### src/rtl/smb_pkg.sv
package smb_pkg;

  typedef enum logic [2:0] {
    PH_IDLE,
    PH_RX,
    PH_RXACK,
    PH_TX,
    PH_TXACK
  } phase_t;

  typedef enum logic [1:0] {
    RL_ADDR,
    RL_OFFS,
    RL_CNT,
    RL_DATA
  } role_t;

  // Reset contents per register index
  function automatic logic [7:0] reg_rst(input int idx);
    case (idx)
      0:       return 8'hFF;
      1:       return 8'hFC;
      2:       return 8'hF1;
      default: return 8'h00;
    endcase
  endfunction

  // Bits a bus write may change; 0 = read-only or reserved
  function automatic logic [7:0] reg_wmask(input int idx);
    case (idx)
      1:       return 8'hFD;
      2:       return 8'hF1;
      6:       return 8'hF8;
      7:       return 8'h00;
      default: return 8'hFF;
    endcase
  endfunction

endpackage

### src/rtl/smb_pin_filter.sv
module smb_pin_filter #(
  parameter int FILT = 3
) (
  input  logic clk,
  input  logic rst,
  input  logic pin_i,
  output logic pin_o
);
  localparam int CW = $clog2(FILT + 1);

  logic [1:0]    sync_q;
  logic [CW-1:0] cnt_q;

  always_ff @(posedge clk) begin
    if (rst) begin
      sync_q <= 2'b11;
      cnt_q  <= '0;
      pin_o  <= 1'b1;
    end else begin
      sync_q <= {sync_q[0], pin_i};
      if (sync_q[1] == pin_o) begin
        cnt_q <= '0;
      end else if (cnt_q == CW'(FILT - 1)) begin
        pin_o <= sync_q[1];
        cnt_q <= '0;
      end else begin
        cnt_q <= cnt_q + 1'b1;
      end
    end
  end

  // the filtered level only moves toward a differing synchronized level
  assert_filter_follows_R11: assert property (@(posedge clk) disable iff (rst)
    (pin_o != $past(pin_o)) |-> ($past(sync_q[1]) != $past(pin_o)));

endmodule

### src/rtl/smb_reg_bank.sv
module smb_reg_bank
  import smb_pkg::*;
#(
  parameter int NREG = 32
) (
  input  logic            clk,
  input  logic            rst,
  input  logic            wr_en,
  input  logic [7:0]      wr_idx,
  input  logic [7:0]      wr_data,
  input  logic [7:0]      rd_idx,
  input  logic [2:0]      strap_i,
  input  logic [3:0]      vendor_id_i,
  input  logic [3:0]      rev_id_i,
  output logic [7:0]      rd_data,
  output logic [NREG*8-1:0] regs_o
);

  logic [7:0] mem_q [NREG];
  logic [7:0] view  [NREG];

  always_ff @(posedge clk) begin
    for (int i = 0; i < NREG; i++) begin
      if (rst)
        mem_q[i] <= reg_rst(i);
      else if (wr_en && wr_idx == 8'(i))
        mem_q[i] <= (wr_data & reg_wmask(i)) | (mem_q[i] & ~reg_wmask(i));
    end
  end

  always_comb begin
    for (int i = 0; i < NREG; i++) begin
      logic [7:0] ro;
      case (i)
        6:       ro = {5'b0, strap_i};
        7:       ro = {rev_id_i, vendor_id_i};
        default: ro = 8'h00;
      endcase
      view[i] = (mem_q[i] & reg_wmask(i)) | (ro & ~reg_wmask(i));
    end
  end

  // offsets past the bank read as zero
  always_comb begin
    rd_data = 8'h00;
    for (int i = 0; i < NREG; i++)
      if (rd_idx == 8'(i)) rd_data = view[i];
  end

  for (genvar g = 0; g < NREG; g++) begin : g_reg
    localparam logic [7:0] MSK = reg_wmask(g);
    assign regs_o[g*8 +: 8] = view[g];

    // protected bits keep their value across a write to this register
    assert_protected_bits_R9: assert property (@(posedge clk) disable iff (rst)
      (wr_en && wr_idx == 8'(g)) |=> ((mem_q[g] & ~MSK) == ($past(mem_q[g]) & ~MSK)));
  end

endmodule

### src/rtl/smb_link_ctrl.sv
module smb_link_ctrl
  import smb_pkg::*;
#(
  parameter logic [6:0] DEV_ADDR  = 7'h69,
  parameter int         DEF_COUNT = 8
) (
  input  logic       clk,
  input  logic       rst,
  input  logic       scl,
  input  logic       sda,
  input  logic [7:0] rd_data,
  output logic [7:0] rd_idx,
  output logic       wr_en,
  output logic [7:0] wr_idx,
  output logic [7:0] wr_data,
  output logic       sda_oe
);

  phase_t     ph_q;
  role_t      role_q;
  logic       scl_d, sda_d;
  logic [3:0] bit_q;
  logic [7:0] sh_q, tx_q, ptr_q, left_q, rcnt_q;
  logic       rd_dir_q, mack_q;
  logic       accept;

  wire start_w = scl && scl_d && sda_d && !sda;
  wire stop_w  = scl && scl_d && !sda_d && sda;
  wire rise_w  = scl && !scl_d;
  wire fall_w  = !scl && scl_d;

  assign rd_idx = ptr_q;

  always_comb begin
    case (role_q)
      RL_ADDR: accept = (sh_q[7:1] == DEV_ADDR);
      RL_OFFS: accept = 1'b1;
      RL_CNT:  accept = (sh_q != 8'h00);
      default: accept = (left_q != 8'h00);
    endcase
  end

  always_ff @(posedge clk) begin
    if (rst) begin
      ph_q     <= PH_IDLE;
      role_q   <= RL_ADDR;
      scl_d    <= 1'b1;
      sda_d    <= 1'b1;
      bit_q    <= '0;
      sh_q     <= '0;
      tx_q     <= '0;
      ptr_q    <= '0;
      left_q   <= '0;
      rcnt_q   <= 8'(DEF_COUNT);
      rd_dir_q <= 1'b0;
      mack_q   <= 1'b0;
      sda_oe   <= 1'b0;
      wr_en    <= 1'b0;
      wr_idx   <= '0;
      wr_data  <= '0;
    end else begin
      scl_d <= scl;
      sda_d <= sda;
      wr_en <= 1'b0;
      if (start_w) begin
        ph_q   <= PH_RX;
        role_q <= RL_ADDR;
        bit_q  <= '0;
        sda_oe <= 1'b0;
      end else if (stop_w) begin
        ph_q   <= PH_IDLE;
        sda_oe <= 1'b0;
      end else begin
        case (ph_q)
          PH_RX: begin
            if (rise_w) begin
              sh_q  <= {sh_q[6:0], sda};
              bit_q <= bit_q + 1'b1;
            end else if (fall_w && bit_q == 4'd8) begin
              if (!accept) begin
                ph_q <= PH_IDLE;
              end else begin
                sda_oe <= 1'b1;
                ph_q   <= PH_RXACK;
                case (role_q)
                  RL_ADDR: begin rd_dir_q <= sh_q[0]; role_q <= RL_OFFS; end
                  RL_OFFS: begin ptr_q <= sh_q; role_q <= RL_CNT; end
                  RL_CNT:  begin left_q <= sh_q; rcnt_q <= sh_q; role_q <= RL_DATA; end
                  default: begin
                    wr_en   <= 1'b1;
                    wr_idx  <= ptr_q;
                    wr_data <= sh_q;
                    ptr_q   <= ptr_q + 8'd1;
                    left_q  <= left_q - 8'd1;
                  end
                endcase
              end
            end
          end
          PH_RXACK: begin
            if (fall_w) begin
              bit_q <= '0;
              if (rd_dir_q) begin
                tx_q   <= rcnt_q;
                sda_oe <= ~rcnt_q[7];
                ph_q   <= PH_TX;
              end else begin
                sda_oe <= 1'b0;
                ph_q   <= PH_RX;
              end
            end
          end
          PH_TX: begin
            if (rise_w) begin
              bit_q <= bit_q + 1'b1;
            end else if (fall_w) begin
              if (bit_q == 4'd8) begin
                sda_oe <= 1'b0;
                ph_q   <= PH_TXACK;
              end else begin
                sda_oe <= ~tx_q[3'(4'd7 - bit_q)];
              end
            end
          end
          PH_TXACK: begin
            if (rise_w) begin
              mack_q <= ~sda;
            end else if (fall_w) begin
              if (mack_q) begin
                tx_q   <= rd_data;
                sda_oe <= ~rd_data[7];
                ptr_q  <= ptr_q + 8'd1;
                bit_q  <= '0;
                ph_q   <= PH_TX;
              end else begin
                ph_q <= PH_IDLE;
              end
            end
          end
          default: ;
        endcase
      end
    end
  end

  // an idle target never holds SDA low
  assert_idle_released_R7: assert property (@(posedge clk) disable iff (rst)
    (ph_q == PH_IDLE) |-> !sda_oe);

  // a stop always leaves the target idle and released
  assert_stop_release_R7: assert property (@(posedge clk) disable iff (rst)
    stop_w |=> (!sda_oe && ph_q == PH_IDLE));

  // SDA is only pulled low while SCL is low, so no false start or stop
  assert_drive_on_low_R1: assert property (@(posedge clk) disable iff (rst)
    $rose(sda_oe) |-> !$past(scl));

  // a register write only follows a byte that still fit the count
  assert_write_in_count_R4: assert property (@(posedge clk) disable iff (rst)
    wr_en |-> ($past(left_q) != 8'h00));

  // the read count is never zero
  assert_rcnt_nonzero_R6: assert property (@(posedge clk) disable iff (rst)
    rcnt_q != 8'h00);

  // the bit counter never passes a full byte
  assert_bitcnt_range_R2: assert property (@(posedge clk) disable iff (rst)
    bit_q <= 4'd8);

endmodule

### src/rtl/smb_regbank.sv
module smb_regbank #(
  parameter int         NREG      = 32,
  parameter logic [6:0] DEV_ADDR  = 7'h69,
  parameter int         FILT      = 3,
  parameter int         DEF_COUNT = 8
) (
  input  logic              clk,
  input  logic              rst,
  input  logic              scl_i,
  input  logic              sda_i,
  output logic              sda_oe_o,
  input  logic [2:0]        strap_i,
  input  logic [3:0]        vendor_id_i,
  input  logic [3:0]        rev_id_i,
  output logic [NREG*8-1:0] regs_o
);
  localparam int NLINE = 2;

  logic [NLINE-1:0] raw_w, flt_w;
  logic       wr_en;
  logic [7:0] wr_idx, wr_data, rd_idx, rd_data;

  assign raw_w = {sda_i, scl_i};

  for (genvar g = 0; g < NLINE; g++) begin : g_line
    smb_pin_filter #(.FILT(FILT)) i_filt (
      .clk   (clk),
      .rst   (rst),
      .pin_i (raw_w[g]),
      .pin_o (flt_w[g])
    );
  end

  smb_link_ctrl #(.DEV_ADDR(DEV_ADDR), .DEF_COUNT(DEF_COUNT)) i_link (
    .clk     (clk),
    .rst     (rst),
    .scl     (flt_w[0]),
    .sda     (flt_w[1]),
    .rd_data (rd_data),
    .rd_idx  (rd_idx),
    .wr_en   (wr_en),
    .wr_idx  (wr_idx),
    .wr_data (wr_data),
    .sda_oe  (sda_oe_o)
  );

  smb_reg_bank #(.NREG(NREG)) i_bank (
    .clk         (clk),
    .rst         (rst),
    .wr_en       (wr_en),
    .wr_idx      (wr_idx),
    .wr_data     (wr_data),
    .rd_idx      (rd_idx),
    .strap_i     (strap_i),
    .vendor_id_i (vendor_id_i),
    .rev_id_i    (rev_id_i),
    .rd_data     (rd_data),
    .regs_o      (regs_o)
  );

endmodule

### config.mk
export PLATFORM = sky130hd
export DESIGN_NAME = smb_regbank
export DESIGN_NICKNAME = d
export VERILOG_FILES = /design/src/rtl/smb_pkg.sv /design/src/rtl/smb_pin_filter.sv /design/src/rtl/smb_reg_bank.sv /design/src/rtl/smb_link_ctrl.sv /design/src/rtl/smb_regbank.sv
export SDC_FILE = /design/constraint.sdc
export NUM_CORES = 1
export LEC_CHECK = 0
export ABC_AREA = 1
export BUFFER_PORTS_ARGS = -buffer_cell sky130_fd_sc_hd__buf_2
export CORE_MARGIN = 2
export CORE_UTILIZATION = 35
export DETAILED_ROUTE_END_ITERATION = 10
export HOLD_SLACK_MARGIN = 0.02
export PLACE_DENSITY = 0.51
export SETUP_SLACK_MARGIN = 0.3
export SYNTH_ARGS = -nofsm -noshare
export SYNTH_HDL_FRONTEND = slang
export SYNTH_SLANG_ARGS = --single-unit
### constraint.sdc
create_clock -name clk -period 3.1 [get_ports clk]
set_input_delay 0.62 -clock clk [delete_from_list [all_inputs] [get_ports clk]]
set_output_delay 0.62 -clock clk [all_outputs]
set_load 0.02 [all_outputs]
Word level (Yosys, flattened, before mapping):

Memory sizes are Yosys's and may differ from the RTL's.
Index checks and enable logic that the tools add are counted.
W data, S select, Z words.

* multiplexer cells: 282
* shift operators: 0
* add/subtract/negate cells: 6
* reduce and logical (&&, ||, !) cells: 79
* bitwise gates (word level): 175
* multipliers: 0
* div/mod/pow operators: 0
* eq/ne operators: 95
* $lt $le $gt $ge: 1

Operators by type and width (count)
* $mux W8: 143
* $and A8 B8 Y8: 64
* $eq A8 B5 Y1 const B: 32
* $not A8 Y8: 32
* $or A8 B8 Y8: 32
* $eq A8 B4 Y1 const B: 16
* $mux W1: 113
* $eq A8 B3 Y1 const B: 8
* $pmux W8 S2: 4
* $logic_and A1 B1 Y1: 40
* $reduce_and A7 Y1: 5
* $eq A8 B2 Y1 const B: 4
* $or A1 B1 Y1: 32
* $mux W3: 8
* $mux W4: 5
* $ne A4 B1 Y1 const B: 5
* $reduce_and A10 Y1: 2
* $ne A2 B1 Y1 const B: 9
* $reduce_and A9 Y1: 2
* $eq A8 B1 Y1 const B: 2
* $logic_not A8 Y1: 2
* $reduce_bool A8 Y1: 2
* $not A1 Y1: 14
* $ne A4 B2 Y1 const B: 3
* other kinds (36): 59

* word-level logic and storage cells: 662
* memories: 1
* latch bits: 0
* output and inout port bits: 257
* register bits: 81
* memory bits (writable): 256
* input bits: 15
* memory bits (read-only): 0

Memory list
* i_bank.mem_q: depth 32, bits a word 8, read ports 32, clocked after Yosys merged registers in 0, write ports 32, line smb_reg_bank.sv:19 `logic [7:0] mem_q [NREG];`

Longest topological paths before layout:

* depth in word-level cells: 38
* gate-level depth with buffers: 43
* gate-level depth less buffers: 43

By module:

A second synthesis with hierarchy kept.

* cells, all modules: 1859
* area total of the unflattened synthesis: 15715.1 µm²

By module, submodules not included
* smb_reg_bank: sequential area each 7236.9 µm², cells an instance 1246, instances 1, area each 11542.3 µm²
* smb_link_ctrl: sequential area each 1421.4 µm², cells an instance 575, instances 1, area each 3817.4 µm²
* smb_pin_filter: sequential area each 100.1 µm², cells an instance 19, instances 2, area each 177.7 µm²

Worst setup path after synthesis:

No wires, ideal clock.

* kind: flip-flop to flip-flop
* from: register i_link.ptr_q[0], in the netlist i_link.rd_idx[0]
* to: register i_link.tx_q[7]
* data arrival time: 2.669 ns
* cell stages (with the launch flop): 38
* required time: 2.966 ns
* path buffers: 0
* slack: 0.298 ns
* setup time: 0.134 ns
* period minus slack after synthesis: 2.802 ns
* cell sequence: dfxtp_1 -> inv_1 -> ha_1 -> inv_1 -> nor3_4 -> inv_2 -> nor2_1 -> nor2_1 -> o21ai_1 -> nand2_1 -> nand3_1 -> nand4_1 -> nand2_1 -> nand2_1 -> nand2_1 -> nand2_1 -> nand2_1 -> nand2_1 -> [... 2 more ...] -> nand2_1 -> nand2_1 -> nand2_1 -> nand2_1 -> nand2_1 -> nand2_1 -> nand2_1 -> nand2_1 -> nand2_1 -> nand2_1 -> nand3_1 -> nand3_1 -> nand2_1 -> nand3_1 -> nand2_1 -> nand2_1 -> nand2_1 -> a21oi_1

* longest elaborated chain between the ends: 37
* elaborated cells on any way between the ends: 68
* those cells by class: eq/ne: 31; mux: 36; reduce/logical: 1

Ends and longest elaborated chain
* from (decl): line smb_link_ctrl.sv:23 `logic [7:0] sh_q, tx_q, ptr_q, left_q, rcnt_q;`
* from (signal assigned): line smb_link_ctrl.sv:93 `ptr_q <= ptr_q + 8'd1;`
* from (signal assigned): line smb_link_ctrl.sv:132 `ptr_q <= ptr_q + 8'd1;`
* $logic_not A8 Y1: line smb_reg_bank.sv:47 `if (rd_idx == 8'(i)) rd_data = view[i];`
* $mux W8 (31 in a row): line smb_reg_bank.sv:47
* $mux W8 *: line smb_reg_bank.sv:47
* $mux W8 *: line smb_link_ctrl.sv:129 `if (mack_q) begin`
* $mux W8 *: line smb_link_ctrl.sv:128 `end else if (fall_w) begin`
* $mux W8 *: line smb_link_ctrl.sv:126 `if (rise_w) begin`
* $pmux W8 S2 *: line smb_link_ctrl.sv:74 `case (ph_q)`
* to (signal assigned): line smb_link_ctrl.sv:104 `tx_q <= rcnt_q;`
* to (signal assigned): line smb_link_ctrl.sv:130 `tx_q <= rd_data;`
* to (decl): line smb_link_ctrl.sv:23

Mark *: on every way between the ends. The rest lies on a longest branch, timed or not. The select of a mux whose other input is x is not followed.
A chain may end at the register's enable or synchronous reset.

Worst setup path after layout:

* from: register i_link.ptr_q[0], in the netlist i_link.rd_idx[0]
* to: register i_link.tx_q[4]

Same word-level chain as after synthesis.

==> impl_metrics.py <==
metrics = {
    "cells_and_area": {
        "final_cells": 2914,
        "drive_gt1_share_pct": 24.29,
        "fin_nets": 2319,
        "n_fill_cell": 4511,
        "n_antenna_cell": 0,
        "syn_to_final_growth_pct": 26.21,
    },
    "clocking": {
        "clk_latency_ns": 0.56,
        "cts_buffer_depth": 3,
        "cts_tree": "built",
        "root_buffer": "clkbuf_16",
        "cts-buffers-inserted": 38,
        "cts_num_sinks": 322,
        "htreeDepth": 2,
        "clk_pin_slew_worst_paths_ns": 0.06,
    },
    "sta": {
        "finalCritPeriodShare_pct": 113.5,
        "fin_crit_ns": 3.519,
        "worst_slew_pin_slew_ns": 0.9076,
        "report.final.slew_viol_count": 0,
        "max_slew_margin_pct": 39.27,
        "setup-violations-final": 9,
        "fmax_ghz": 0.2842,
        "skew_ns": 0.01915,
        "tns_ns": -2.799,
        "rsz0062_at_grt": "true",
        "setup_slack_ns": -0.4191,
        "timing_hold_violations_final": 0,
    },
    "die": {
        "coreArea_um2": 45190,
        "dieArea_um2": 47210,
        "rows": 78,
        "die_y_um": 217.3,
        "die_x_um": 217.3,
        "initial_core_util_pct": 35.24,
        "io_pins": 272,
    },
    "yosys": {
        "synth_top_flop_cell": "edfxtp_1",
        "synth.distinct_cells": 47,
        "synth_top_area_share_pct": 45.45,
        "yosysMostFrequentCell": "nand2_1",
        "yosys-top-cells-count": "nand2_1 (502), nor2_1 (354), edfxtp_1 (241), inv_1 (203), o21ai_0 (121)",
        "avgSynthCellArea_um2": 8.220,
        "yosysWarnings": 0,
        "ys_top_cells_by_area": "edfxtp_1 (45%), nand2_1 (12%), dfxtp_1 (10%), nor2_1 (8.3%), inv_1 (4.8%)",
        "synth-edff-count": 241,
        "postSynthCellCount": 1937,
        "synth_area_um2": 15920,
        "async_flop_share_pct": 0,
        "ys_ff_latch": 322,
        "ys_seq_area_share_pct": 55.64,
        "yosysTopAreaCell": "edfxtp_1",
    },
    "outcome": {
        "outcome": "finished with violations",
        "violations": "negative setup slack",
    },
    "drt": {
        "drtPass1Iterations": 6,
        "drt-met1-wl_um": 24700,
        "ant_nets": 0,
        "dr.max_layer_used": "met4",
        "drtIter0Drc": 1171,
        "route.met2.wl_um": 27060,
        "wl_met3_um": 3005,
        "vias_per_cell": 4.956,
        "vias": 14440,
        "drc": 0,
        "wire_per_inst_um": 19.18,
        "drt-total-wl_um": 55890,
    },
    "global_routing": {
        "antenna_found_initial": 0,
        "grt_pass1_wl_um": 82580,
        "grtUsageTotal_pct": 23.16,
        "grt_pass1_vias": 13600,
        "grt_max_degree": 37,
        "grt_overflow_total": 0,
    },
    "worst_setup_path": {
        "cp.arrival_ns": 4.00,
        "cpMostUsedCell": "nand2_1",
        "crit_fanout": 4,
        "critPathKind": "reg2reg",
        "r2r_cells": 40,
        "cp-start-kind": "flop",
        "reg2reg_slack_ns": -0.42,
        "reg2reg_to": "i_link.tx_q[4]$_SDFFE_PP0P_",
        "cp.required_ns": 3.58,
        "r2r-start": "i_link.rd_idx[0]$_SDFFE_PP0P_",
        "crit_path_end_kind": "flop",
        "slowest_delay_ns": 0.36,
        "critPathSlowestCell": "dfxtp_4",
    },
    "min_path": {
        "min_path_cells": 2,
        "hold-path-endpoint": "g_line[1].i_filt.sync_q[0]$_SDFF_PP1_",
        "min_path_type": "in2reg",
        "hold_start": "sda_i",
    },
    "placement": {
        "gp_congestion": 0.8791,
        "place_hpwl_um": 41020,
        "portBuffers": 267,
        "place_inst": 2837,
    },
    "pwr": {
        "p_leak_nw": 8.242,
        "vdd_drop_max_uv": 310.6,
        "p_per_area_nw_per_um2": 710.9,
    },
    "job": {
        "max_cap_violations": 0,
    },
}
-- where the power goes --
part	total [mW]	internal (mW)	switching (mW)
logic	4.63	1.67	2.97
clock network	4.60	2.80	1.80
registers	5.05	4.85	0.197
total	14.3	9.32	4.97
-- critical path: cells and delay by family (launching register included) --
family          cells  cell delay (ns)
simple gates       32             2.16
flops               1             0.36
compound gates      4             0.39
buf+inv             3             0.36
fa+ha+maj           1             0.15
-- timing repair --
item | CTS | global route
pin swaps | 22 | 48
hold buffers | 0 | 0
buffers inserted | 5 | 7
cloned | 0 | 0
endpoints found under the hold margin | 0 | 0
resized for setup | 29 | 40
setup endpoints to repair | 9 | 9
-- how the worst max path moves through the flow --
stage	from	endpoint	cells after the start
2_1_floorplan	i_link.rd_idx[0]$_SDFFE_PP0P_	i_link.tx_q[0]$_SDFFE_PP0P_	40
3_3_place_gp	i_link.rd_idx[0]$_SDFFE_PP0P_	i_link.tx_q[0]$_SDFFE_PP0P_	40
3_5_place_dp	i_link.rd_idx[0]$_SDFFE_PP0P_	i_link.tx_q[0]$_SDFFE_PP0P_	40
4_1_cts	i_link.rd_idx[0]$_SDFFE_PP0P_	i_link.tx_q[0]$_SDFFE_PP0P_	40
5_1_grt	i_link.rd_idx[0]$_SDFFE_PP0P_	i_link.tx_q[0]$_SDFFE_PP0P_	40
6_report	i_link.rd_idx[0]$_SDFFE_PP0P_	i_link.tx_q[4]$_SDFFE_PP0P_	40
-- sequential cells by signal, summed over array words and instances (netlist names), 4 cells and up --
register,cells
i_link.left_q,8
i_link.bit_q,4
i_link.rd_idx,8
i_bank.mem_q,241
i_link.tx_q,8
i_link.wr_data,8
g_line.i_filt.sync_q,4
i_link.wr_idx,8
g_line.i_filt.cnt_q,4
i_link.sh_q,8
i_link.rcnt_q,8
-- stage by stage --
stage | hold slack [ns] | power (mW) | util [%] | setup slack (ns) | cell area (um^2)
detailed placement | 0.3988 | 9.361 | 41.00 | -0.5101 | 18530
floorplan | 0.3895 | 7.789 | - | 0.3090 | 15930
global route | 0.2355 | 15.14 | 44.47 | -0.7226 | 20090
finish | 0.2617 | 14.28 | 44.47 | -0.4191 | 20090
global placement | 0.3944 | 9.349 | 41.00 | -0.4693 | 18530
CTS | 0.2370 | 14.13 | 44.03 | -0.3774 | 19890
-- area by class of cell --
| type | instances | area [um^2] | share of cell area [%] |
|---|---|---|---|
| flip-flops and latches | 322 | 8869 | 44.13 |
| inverters | 216 | 823.3 | 4.097 |
| multi-input cells | 1317 | 6078 | 30.25 |
| repair buffers | 394 | 2326 | 11.58 |
| well taps | 600 | 750.7 | 3.736 |
| clock buffers | 49 | 1013 | 5.044 |
| clock inverters | 16 | 234.0 | 1.164 |
-- routing by layer --
layer  vias up  global-route usage, %
li1       6979                      -
met1      6935                  31.32
met5         -                      0
met3        65                  3.354
met4         0                  5.434
met2       462                  39.21
-- cells by family after synthesis --
kind of cell             count (synthesis)  synth area share, %
AND/OR/NAND/NOR                       1033                26.76
adder cells (fa/ha/maj)                 15                1.179
AO/OA/AOI/OAI                          263                8.762
flip-flops                             322                55.64
other                                    1              0.02355
XOR/XNOR                                 2               0.1100
buffers and inverters                  301                7.528
-- layout by cell type (no fill, tap or decap), types with 5 or more instances in the layout --
cell type	count
nand2_1	485
nor2_1	353
buf_2	267
edfxtp_1	241
inv_1	195
buf_4	122
o21ai_0	121
a21oi_1	103
nand3_1	77
dfxtp_1	77
clkbuf_16	39
or2_2	30
nand2_2	21
nand4_1	15
inv_2	14
nor3_1	14
nand3_2	13
ha_1	12
clkbuf_1	10
nor2_4	9
a31oi_1	7
clkinv_1	6
o211ai_1	6
bufinv_16	6
inv_4	5
(Power assumes the default switching activity.)
